[config.mk]
export PLATFORM = sky130hd
export DESIGN_NAME = spi_host_ctrl
export DESIGN_NICKNAME = d
export VERILOG_FILES = /design/src/rtl/spi_host_pkg.sv /design/src/rtl/spi_rate_gen.sv /design/src/rtl/spi_shift_core.sv /design/src/rtl/spi_host_regs.sv /design/src/rtl/spi_host_ctrl.sv
export SDC_FILE = /design/constraint.sdc
export NUM_CORES = 1
export LEC_CHECK = 0
export BUFFER_PORTS_ARGS = -buffer_cell sky130_fd_sc_hd__buf_2
export CAP_MARGIN = 20
export CORE_MARGIN = 3
export CORE_UTILIZATION = 58
export DETAILED_ROUTE_END_ITERATION = 6
export PLACE_DENSITY = 0.75
export RECOVER_POWER = 25
export SYNTH_ARGS = -nofsm -noshare
export SYNTH_HDL_FRONTEND = slang
export SYNTH_HIERARCHICAL = 1
export SYNTH_SLANG_ARGS = --single-unit
[constraint.sdc]
create_clock -name clk -period 2.9 [get_ports clk]
set_clock_uncertainty 0.15 [all_clocks]
set_input_delay 0.29 -clock clk [delete_from_list [all_inputs] [get_ports clk]]
set_output_delay 0.29 -clock clk [all_outputs]
set_load 0.05 [all_outputs]
[src/rtl/spi_host_pkg.sv]
package spi_host_pkg;

  typedef enum logic [1:0] {
    RATE_DIV4   = 2'd0,
    RATE_DIV16  = 2'd1,
    RATE_DIV64  = 2'd2,
    RATE_TIMER  = 2'd3
  } rate_e;

  localparam logic [1:0] ADDR_CTRL = 2'd0;
  localparam logic [1:0] ADDR_DATA = 2'd1;
  localparam logic [1:0] ADDR_STAT = 2'd2;

  // control register bit positions
  localparam int CTL_OVR  = 0;
  localparam int CTL_COLL = 1;
  localparam int CTL_EN   = 2;
  localparam int CTL_IDLE = 3;
  localparam int CTL_RATE = 4;

  function automatic logic rate_is_master(input logic [3:0] rate);
    return rate[3:2] == 2'b00;
  endfunction

endpackage

[src/rtl/spi_rate_gen.sv]
module spi_rate_gen
  import spi_host_pkg::*;
#(
  parameter int HALF_A = 2,
  parameter int HALF_B = 8,
  parameter int HALF_C = 32
) (
  input  logic  clk,
  input  logic  rst,
  input  logic  run,
  input  rate_e sel,
  input  logic  ext_tick,
  output logic  tick
);
  localparam int CW = $clog2(HALF_C + 1);

  logic [CW-1:0] cnt;
  logic [CW-1:0] limit;

  always_comb begin
    case (sel)
      RATE_DIV4:  limit = CW'(HALF_A - 1);
      RATE_DIV16: limit = CW'(HALF_B - 1);
      RATE_DIV64: limit = CW'(HALF_C - 1);
      default:    limit = '0;
    endcase
  end

  assign tick = run && ((sel == RATE_TIMER) ? ext_tick : (cnt == limit));

  always_ff @(posedge clk) begin
    if (rst || !run) begin
      cnt <= '0;
    end else if (sel != RATE_TIMER) begin
      cnt <= (cnt == limit) ? '0 : cnt + 1'b1;
    end
  end

endmodule

[src/rtl/spi_shift_core.sv]
module spi_shift_core #(
  parameter int W = 8
) (
  input  logic         clk,
  input  logic         rst,
  input  logic         halt,
  input  logic         start,
  input  logic [W-1:0] load_byte,
  input  logic         tick,
  input  logic         sdi,
  output logic         phase,
  output logic         sdo,
  output logic         busy,
  output logic         done,
  output logic [W-1:0] rx_byte
);
  localparam int EDGES = 2 * W;
  localparam int EW    = $clog2(EDGES);
  localparam logic [EW-1:0] LAST_EDGE = EW'(EDGES - 1);

  logic [W-1:0]  tx_sh;
  logic [W-1:0]  rx_sh;
  logic [EW-1:0] edge_cnt;

  always_ff @(posedge clk) begin
    if (rst) begin
      tx_sh    <= '0;
      rx_sh    <= '0;
      edge_cnt <= '0;
      phase    <= 1'b0;
      sdo      <= 1'b0;
      busy     <= 1'b0;
      done     <= 1'b0;
    end else begin
      done <= 1'b0;
      if (halt) begin
        busy  <= 1'b0;
        phase <= 1'b0;
        sdo   <= 1'b0;
      end else if (start && !busy) begin
        busy     <= 1'b1;
        tx_sh    <= load_byte;
        edge_cnt <= '0;
        phase    <= 1'b0;
      end else if (busy && tick) begin
        phase <= ~phase;
        if (!edge_cnt[0]) begin
          sdo   <= tx_sh[W-1];
          tx_sh <= {tx_sh[W-2:0], 1'b0};
        end else begin
          rx_sh <= {rx_sh[W-2:0], sdi};
        end
        if (edge_cnt == LAST_EDGE) begin
          busy <= 1'b0;
          done <= 1'b1;
        end
        edge_cnt <= edge_cnt + 1'b1;
      end
    end
  end

  assign rx_byte = rx_sh;

endmodule

[src/rtl/spi_host_regs.sv]
module spi_host_regs
  import spi_host_pkg::*;
(
  input  logic       clk,
  input  logic       rst,
  input  logic       bus_wr,
  input  logic       bus_rd,
  input  logic [1:0] bus_addr,
  input  logic [7:0] bus_wdata,
  output logic [7:0] bus_rdata,
  input  logic       busy,
  input  logic       xfer_done,
  input  logic [7:0] rx_byte,
  output logic [3:0] rate,
  output logic       idle_high,
  output logic       enable,
  output logic       coll,
  output logic       data_wr,
  output logic       coll_clr,
  output logic       start
);
  logic       ctrl_wr;
  logic       rx_full;
  logic [7:0] rx_buf;

  assign ctrl_wr  = bus_wr && (bus_addr == ADDR_CTRL);
  assign data_wr  = bus_wr && (bus_addr == ADDR_DATA);
  assign coll_clr = ctrl_wr && !bus_wdata[CTL_COLL];
  assign start    = data_wr && enable && rate_is_master(rate) && !busy;

  always_ff @(posedge clk) begin
    if (rst) begin
      rate      <= '0;
      idle_high <= 1'b0;
      enable    <= 1'b0;
      coll      <= 1'b0;
    end else if (ctrl_wr) begin
      rate      <= bus_wdata[CTL_RATE +: 4];
      idle_high <= bus_wdata[CTL_IDLE];
      enable    <= bus_wdata[CTL_EN];
      if (!bus_wdata[CTL_COLL]) coll <= 1'b0;
    end else if (data_wr && busy) begin
      coll <= 1'b1;
    end
  end

  always_ff @(posedge clk) begin
    if (rst) begin
      rx_buf  <= '0;
      rx_full <= 1'b0;
    end else if (xfer_done) begin
      rx_buf  <= rx_byte;
      rx_full <= 1'b1;
    end else if (bus_rd && bus_addr == ADDR_DATA) begin
      rx_full <= 1'b0;
    end
  end

  always_ff @(posedge clk) begin
    if (rst) begin
      bus_rdata <= '0;
    end else if (bus_rd) begin
      case (bus_addr)
        ADDR_CTRL: bus_rdata <= {rate, idle_high, enable, coll, 1'b0};
        ADDR_DATA: bus_rdata <= rx_buf;
        ADDR_STAT: bus_rdata <= {6'b0, rx_full, busy};
        default:   bus_rdata <= '0;
      endcase
    end
  end

endmodule

[src/rtl/spi_host_ctrl.sv]
module spi_host_ctrl
  import spi_host_pkg::*;
#(
  parameter int DIV_FAST = 4,
  parameter int DIV_MID  = 16,
  parameter int DIV_SLOW = 64
) (
  input  logic       clk,
  input  logic       rst,
  input  logic       bus_wr,
  input  logic       bus_rd,
  input  logic [1:0] bus_addr,
  input  logic [7:0] bus_wdata,
  output logic [7:0] bus_rdata,
  input  logic       timer_tick,
  input  logic       sdi_i,
  output logic       sck_o,
  output logic       sdo_o,
  output logic       pins_en_o,
  output logic       done_o
);
  localparam int BYTE_W = 8;

  logic [3:0]        rate;
  logic              idle_high;
  logic              enable;
  logic              coll;
  logic              data_wr;
  logic              coll_clr;
  logic              start;
  logic              busy;
  logic              tick;
  logic              phase;
  logic              sdo_raw;
  logic              mode_ok;
  logic [BYTE_W-1:0] rx_byte;

  assign mode_ok = rate_is_master(rate);

  spi_host_regs u_regs (
    .clk       (clk),
    .rst       (rst),
    .bus_wr    (bus_wr),
    .bus_rd    (bus_rd),
    .bus_addr  (bus_addr),
    .bus_wdata (bus_wdata),
    .bus_rdata (bus_rdata),
    .busy      (busy),
    .xfer_done (done_o),
    .rx_byte   (rx_byte),
    .rate      (rate),
    .idle_high (idle_high),
    .enable    (enable),
    .coll      (coll),
    .data_wr   (data_wr),
    .coll_clr  (coll_clr),
    .start     (start)
  );

  spi_rate_gen #(
    .HALF_A (DIV_FAST / 2),
    .HALF_B (DIV_MID / 2),
    .HALF_C (DIV_SLOW / 2)
  ) u_rate (
    .clk      (clk),
    .rst      (rst),
    .run      (busy),
    .sel      (rate_e'(rate[1:0])),
    .ext_tick (timer_tick),
    .tick     (tick)
  );

  spi_shift_core #(.W(BYTE_W)) u_core (
    .clk       (clk),
    .rst       (rst),
    .halt      (!enable),
    .start     (start),
    .load_byte (bus_wdata),
    .tick      (tick),
    .sdi       (sdi_i),
    .phase     (phase),
    .sdo       (sdo_raw),
    .busy      (busy),
    .done      (done_o),
    .rx_byte   (rx_byte)
  );

  assign pins_en_o = enable;
  assign sck_o     = enable & (idle_high ^ phase);
  assign sdo_o     = enable & sdo_raw;

endmodule

# After elaboration in Yosys (flattened, before gate mapping)
# Index checks and enable logic that the tools add are counted.
# W data, S select, Z words.
# op_classes
n_eq_ne	10
muxes	18
reduce_logical	28
addsub	2
bitwise	8
# op_table
op	n
$mux W8	3
$pmux W8 S3	1
$pmux W5 S3	1
$logic_and A1 B1 Y1	10
$mux W1	10
$mux W4	2
$reduce_bool A2 Y1	4
$add A6 B1 Y6 const B	1
$eq A2 B2 Y1 const B	3
$eq A6 B5 Y1	1
$logic_not A2 Y1	3
$mux W6	1
$ne A2 B2 Y1 const B	3
$reduce_and A2 Y1	3
$reduce_and A3 Y1	2
$not A1 Y1	5
$add A4 B1 Y4 const B	1
$eq A2 B1 Y1 const B	2
$eq A4 B4 Y1 const B	1
$reduce_and A4 Y1	1
$reduce_or A4 Y1	1
$reduce_or A3 Y1	1
$and A1 B1 Y1	2
$reduce_or A2 Y1	1
3 further kinds	3
# word_totals
regBits	54

# Longest topological paths before layout
# Gate-level depths: netlist of the first run.
# logic_depth
word_depth	8
ltp_mapped	11
ltp_nobuf	9

# Hierarchy
# Netlist of the first run, hierarchy kept.
# modules_own_cells
mod	cells_per_inst	instances	area_per_inst_um2
spi_shift_core	121	1	1132.3
spi_host_regs	97	1	975.9
spi_rate_gen	50	1	432.9
spi_host_ctrl	4	1	22.5

# Worst setup path before layout of the first run
# OpenSTA, ideal clock, no wires.
# synth_timing
path_kind	reg2reg
startpoint	reg u_regs.rate[0]
endpoint	reg u_core.tx_sh[1]
t_arrival_ps	2022
stages_incl_launch_ff	12
setup_time_ps	127
slack_ps	601
period_less_slack_ps	2299
path_buffers	2
required_ps	2623
cell_sequence	dfxtp_1 > inv_1 > ha_1 > and3b_1 > a21oi_2 > o21ai_0 > and2_1 > buf_4 > and4bb_1 > clkbuf_2 > nor3_1 > a211oi_2
# synth_via
elab_chain_len	8
# synth_rtl
item	line	source
start, declared	spi_host_regs.sv:14	output logic [3:0] rate,
start signal, assigned	spi_host_regs.sv:38	rate <= bus_wdata[CTL_RATE +: 4];
$eq A2 B2 Y1, or another cell as far along	spi_rate_gen.sv:21	case (sel)
$pmux W5 S3	spi_rate_gen.sv:21	
$eq A6 B5 Y1	spi_rate_gen.sv:29	assign tick = run && ((sel == RATE_TIMER) ? ext_tick : (cnt == limit));
$mux W1 (*)	spi_rate_gen.sv:29	
$logic_and A1 B1 Y1 (*)	spi_rate_gen.sv:29	
net tick	spi_host_ctrl.sv:32	logic tick;
$logic_and A1 B1 Y1 (*)	spi_shift_core.sv:45	end else if (busy && tick) begin
$reduce_bool A2 Y1 (no line) (*)	--	
$reduce_and A3 Y1 (no line) (*)	--	
end signal, assigned	spi_shift_core.sv:42	tx_sh <= load_byte;
end signal, assigned	spi_shift_core.sv:49	tx_sh <= {tx_sh[W-2:0], 1'b0};
end, declared	spi_shift_core.sv:21	logic [W-1:0] tx_sh;
# The timed path passes the listed nets; every way through them passes the cells marked *.
# A chain may end at the register's enable or synchronous reset.

# Worst setup path after layout of the first run
# layout_timing
startpoint	reg u_regs.rate[0]
endpoint	reg u_core.tx_sh[2]
# Same word-level chain as after synthesis.

==> results of run 1 <==
-- synth_stat cells (4+ instances only) --
library cell  number
a21oi_1           14
xor2_1             5
nand2_1           31
nand2b_1           4
ha_1               5
o21ai_0           10
mux2i_1           29
nor2_1            32
dfxtp_1           54
nand3b_1           5
a211oi_2           7
buf_2              5
nor3_1            10
-- per-layer routing --
| layer | wire [um] | up-vias |
|---|---|---|
| li1 | - | 1008 |
| met1 | 2443 | 900 |
| met2 | 2361 | 41 |
| met3 | 238 | 4 |
| met4 | 51 | 0 |
| met5 | 0 | - |
-- metrics by stage --
step,worst slack [ns],cell area [um^2],utilization [%],std cells
after floorplan,0.6012,2564,-,272
after global placement,0.3941,2685,64.79,337
after detailed placement,0.3079,2685,64.79,337
after CTS,0.2722,2784,67.18,345
after global routing,0.1207,2780,67.09,345
final,0.3559,2780,67.09,345
-- worst register-to-register path, delay by kind of cell (launching register included) --
kind,cells,cell delay (ns)
adders and majority gates,1,0.35
buffers and inverters,1,0.08
DFF,1,0.42
AOI/OAI and AO/OA,3,0.43
and+or+nand+nor,4,1.02
-- cell usage in the layout, fill, tap and decap left out, types with 3 or more instances in the layout --
cell type,netlist,routed
dfxtp_1,54,54
nor2_1,32,32
nand2_1,31,31
mux2i_1,29,29
buf_2,5,26
a21oi_1,14,14
nor3_1,10,10
o21ai_0,10,10
a211oi_2,7,7
clkbuf_8,0,6
xor2_1,5,5
ha_1,5,5
nand3b_1,5,5
nand2b_1,4,4
inv_1,3,3
nand3_1,3,3
nand4b_1,3,3
o21ai_1,3,3
a211oi_1,3,3
-- report_power, final --
part,switching (mW),internal [mW]
logic,0.0456,0.0260
registers,0.00588,0.747
clock network,0.248,0.197
-- flip-flops by register name, indices dropped and copies added (netlist names) --
| name | count |
|---|---|
| u_regs/idle_high | 1 |
| u_regs/rx_full | 1 |
| u_core/phase | 1 |
| u_regs/rx_buf | 8 |
| u_regs/coll | 1 |
| u_rate/cnt | 6 |
| u_core/done | 1 |
| u_core/edge_cnt | 4 |
| u_regs/enable | 1 |
| u_core/tx_sh | 8 |
| u_core/rx_byte | 8 |
| u_core/busy | 1 |
| u_core/sdo | 1 |
| u_regs/bus_rdata | 8 |
| u_regs/rate | 4 |
-- layout make-up --
type / count / area, um^2 / area share (%)
multi-input combinational: 201 / 1381 / 49.68
sequential: 54 / 1081 / 38.88
clock buffer: 6 / 82.58 / 2.970
inverter: 3 / 11.26 / 0.4050
tap: 50 / 62.56 / 2.250
timing repair buffer: 29 / 145.1 / 5.221
clock inverter: 2 / 16.27 / 0.5851
-- final timing paths --
| kind | slack (ns) | start | to | cells after the start |
|---|---|---|---|---|
| max | 0.36 | u_regs/rate[0] | u_core/tx_sh[2] | 9 |
| min | 0.06 | sdi_i | u_core/rx_byte[0] | 3 |
| max reg2reg | 0.36 | u_regs/rate[0] | u_core/tx_sh[2] | 9 |
| min reg2reg | 0.30 | u_regs/bus_rdata[4] | u_regs/bus_rdata[4] | 2 |
-- logic make-up (layout without fill, tap and decap cells) --
logic type,count (synthesis),count (layout),share of synthesized area [%]
flip-flops,54,54,42.17
buffers and inverters,17,40,4.002
AND/OR/NAND/NOR,113,113,25.18
XOR/XNOR,7,7,2.391
adder cells (fa/ha/maj),5,5,2.440
multiplexers,29,29,11.32
AO/OA/AOI/OAI,47,47,12.49
==> impl_metrics.json, run 1 <==
{
  "firstDrtPassIters": 4,
  "path_clk_slew_ns": 0.10,
  "setup-violations-final": 0,
  "cts.repair.resized": 0,
  "vdd_drop_max_mv": 0.3138,
  "power_mw": 1.269,
  "cts_tree": "done",
  "grt_pass1_vias": 1810,
  "fillers": 369,
  "report.final.slew_viol_count": 0,
  "dieArea_um2": 5254,
  "coreArea_um2": 4144,
  "cts_buffers": 5,
  "p_leak_nw": 1.064,
  "synthesis.area_um2": 2564,
  "slowest_stage": "dfxtp_1",
  "post-synth-top-area-cell": "dfxtp_1",
  "synth.distinct_cells": 48,
  "antenna_found_initial": 0,
  "synth-main-ff-cell": "dfxtp_1",
  "syn-num-nets": 293,
  "viasPerCell": 5.661,
  "routed_wl_mm": 5.094,
  "overflow": 0,
  "gr-usage-met3_pct": 3.740,
  "cts-root-buf": "clkbuf_8",
  "drt_iter0_markers": 82,
  "grt_use_total_pct": 20.36,
  "cts_sinks": 54,
  "crit_path_start_kind": "register",
  "row_count": 23,
  "grtUsageMet1_pct": 27.87,
  "finalHoldViolations": 0,
  "required_ns": 2.97,
  "slew_headroom_pct": 18.39,
  "final.setup.tns_ns": 0,
  "synth_edf_count": 0,
  "syn_to_final_growth_pct": 8.443,
  "fin_crit_sh_pct": 87.73,
  "die_h_um": 72.49,
  "gr-usage-met2_pct": 32.15,
  "synth_top_area_share_pct": 42.17,
  "ys_top_cells_by_area": "dfxtp_1 42%, mux2i_1 11%, nor2_1 4.7%",
  "cts_hold_buf": 0,
  "dp_hpwl_mm": 3.666,
  "critPathCaptureType": "register",
  "synthArstFlopShare_pct": 0,
  "cp.arrival_ns": 2.61,
  "hold_class": "input port to register",
  "status": "finished clean",
  "crit_path_cell_trace": "inv_1, ha_1, and3b_1, a21oi_2, o21ai_0, and2_2, and4bb_1, nor3_1, a211oi_2",
  "yosys_warnings": 6,
  "powerDensity_nw_per_um2": 456.5,
  "crit_fanout": 11,
  "final_antenna_net_count": 0,
  "layout_min_cycle_time_ns": 2.544,
  "path_buf_inv": 1,
  "critPathTopFamily": "simple AND/OR/NAND/NOR gates",
  "post-cts-setup-buffers": 0,
  "grt_pass1_wl_mm": 8.466,
  "grt-busiest-layer": "met2",
  "htree_num_levels": 2,
  "synth.avg_cell_area_um2": 9.425,
  "drive_above_1_share_pct": 17.97,
  "crit_path_max_incr_delay_ns": 0.42,
  "ys_seq_area_share_pct": 42.17,
  "pin_count": 28,
  "layout.nets": 315,
  "hold_slack_ns": 0.06211,
  "grt_max_degree": 25,
  "clockBufferDepth": 2,
  "route.vias.total": 1953,
  "initial_utilization_pct": 61.87,
  "syn_inst": 272,
  "clock_latency_ns": 0.31,
  "maxCapViolCount": 0,
  "synth_seq_cells": 54,
  "wl_per_cell_um": 14.77,
  "numPortBuffers": 27,
  "die_w_um": 72.49,
  "antennaDiodeCount": 0,
  "place.gp.congestion": 0.8608,
  "tightest_slew_ns": 1.224,
  "drc_errors": 0,
  "rsz0062_at_grt": "false",
  "fmax_mhz": 393.1,
  "worstSetupPathType": "register to register"
}
No activity file was read; power rests on OpenSTA's default activity.
==> inputs of run 2 (changes only) <==
--- a/config.mk
+++ b/config.mk
@@ -7,6 +7,7 @@
 export LEC_CHECK = 0
 export BUFFER_PORTS_ARGS = -buffer_cell sky130_fd_sc_hd__buf_2
 export CAP_MARGIN = 20
+export CORE_ASPECT_RATIO = 1.4
 export CORE_MARGIN = 3
 export CORE_UTILIZATION = 58
 export DETAILED_ROUTE_END_ITERATION = 6
==> impl_metrics.json, run 2 (synthesized netlist as in run 1, its figures left out) <==
{
  "coreArea_um2": 4239,
  "cp.arrival_ns": 2.63,
  "crit_fanout": 11,
  "grt_pass1_wl_mm": 8.797,
  "final_cells": 355,
  "slew_headroom_pct": 11.59,
  "reg2reg_depth": 9,
  "drive_above_1_share_pct": 17.97,
  "drt_iter0_markers": 182,
  "antenna_found_initial": 0,
  "cts_buffers": 5,
  "clock_latency_ns": 0.31,
  "fmax_mhz": 393.1,
  "grt_use_total_pct": 20.66,
  "viasPerCell": 5.580,
  "path_clk_slew_ns": 0.10,
  "final.setup.tns_ns": 0,
  "die_h_um": 84.67,
  "grt_pass1_vias": 1821,
  "p_leak_nw": 1.071,
  "tightest_slew_ns": 1.326,
  "cts_hold_buf": 0,
  "layout.nets": 315,
  "cts-root-buf": "clkbuf_8",
  "rrSetupSlack_ns": 0.36,
  "cts_tree": "done",
  "dp_hpwl_mm": 3.677,
  "hold_path_startpoint": "sdi_i",
  "hold_class": "input port to register",
  "crit_path_start_kind": "register",
  "layout_min_cycle_time_ns": 2.544,
  "min_to": "u_core/rx_byte[0]",
  "numPortBuffers": 27,
  "clockBufferDepth": 2,
  "rsz0062_at_grt": "false",
  "final_antenna_net_count": 0,
  "drc_errors": 0,
  "hold_depth": 3,
  "antennaDiodeCount": 0,
  "die_w_um": 62.19,
  "finalHoldViolations": 0,
  "layout_common_cells": "54 x dfxtp_1, 32 x nor2_1, 31 x nand2_1",
  "post-cts-setup-buffers": 0,
  "setup-violations-final": 0,
  "overflow": 0,
  "grt_max_degree": 31,
  "cts_sinks": 54,
  "worstReg2RegEnd": "u_core/tx_sh[1]",
  "hold_slack_ns": 0.05926,
  "critPathCaptureType": "register",
  "required_ns": 2.98,
  "vdd_drop_max_mv": 0.2429,
  "report.final.slew_viol_count": 0,
  "maxCapViolCount": 0,
  "powerDensity_nw_per_um2": 454.3,
  "dieArea_um2": 5265,
  "initial_utilization_pct": 60.48,
  "pin_count": 28,
  "routed_wl_mm": 5.137,
  "final_common_cell": "dfxtp_1",
  "status": "finished clean",
  "fin_crit_sh_pct": 87.71,
  "route.vias.total": 1981,
  "place_inst": 347,
  "row_count": 28,
  "syn_to_final_growth_pct": 9.078,
  "worstSetupPathType": "register to register",
  "htree_num_levels": 2,
  "firstDrtPassIters": 4,
  "place_ws_ns": 0.3856,
  "cts.repair.resized": 0,
  "power_mw": 1.270,
  "place.gp.congestion": 0.8456,
  "r2r_start": "u_regs/rate[0]",
  "finalWorstSetupSlack_ns": 0.3563,
  "wl_per_cell_um": 14.47
}
[run 2: cell types whose count changed in the layout (fill, tap and decap cells not counted), sizes merged]
cell,change
clkinv,+2
buf,+1
clkbuf,-1
clkinvlp,-1
inv,-1
[run 2: per-stage QoR]
step,instance area [um^2],utilization [%]
2_1_floorplan,2564,-
3_3_place_gp,2698,63.64
3_5_place_dp,2698,63.64
4_1_cts,2798,66.00
5_1_grt,2796,65.97
6_report,2796,65.97
[run 2: worst max-delay path by stage]
stage / startpoint / end / slack, ns / cells past startpoint
after floorplan: u_regs/rate[0] / u_core/tx_sh[1] / 0.60 / 11
after global routing: u_regs/rate[0] / u_core/tx_sh[4] / 0.13 / 9
after CTS: u_regs/rate[0] / u_core/tx_sh[6] / 0.35 / 9
after global placement: u_regs/rate[0] / u_core/tx_sh[1] / 0.42 / 9
after detailed placement: u_regs/rate[0] / u_core/tx_sh[1] / 0.39 / 9
final: u_regs/rate[0] / u_core/tx_sh[1] / 0.36 / 9
[run 2: layer usage]
layer / GRT usage [%] / vias to the layer above / share of wire, %
met5: 0 / - / 0
met4: 6.640 / 0 / 1.3
met3: 4.685 / 6 / 3.8
met2: 33.14 / 35 / 47
met1: 27.65 / 935 / 48
li1: - / 1005 / -
[run 2: cell type report]
class                           instances  area, um^2
Multi-Input combinational cell        201        1380
Inverter                                3       11.26
Clock inverter                          2       17.52
Clock buffer                            6       82.58
Fill cell                             376        1443
Tap cell                               60       75.07
Timing Repair Buffer                   29       148.9
Sequential cell                        54        1081
[run 2: power breakdown]
| part | internal (mW) | switching [mW] |
|---|---|---|
| logic | 0.0265 | 0.0457 |
| registers | 0.747 | 0.00587 |
| clock network | 0.197 | 0.248 |
| total | 0.970 | 0.300 |
[run 2: worst max-delay path, cell delays in order, from the launching register on]
cell and delay, ns:
dfxtp_1 0.42, inv_1 0.06, ha_1 0.34, and3b_1 0.24
a21oi_2 0.05, o21ai_0 0.16, and2_1 0.38, and4bb_1 0.40
nor3_1 0.09, a211oi_2 0.19
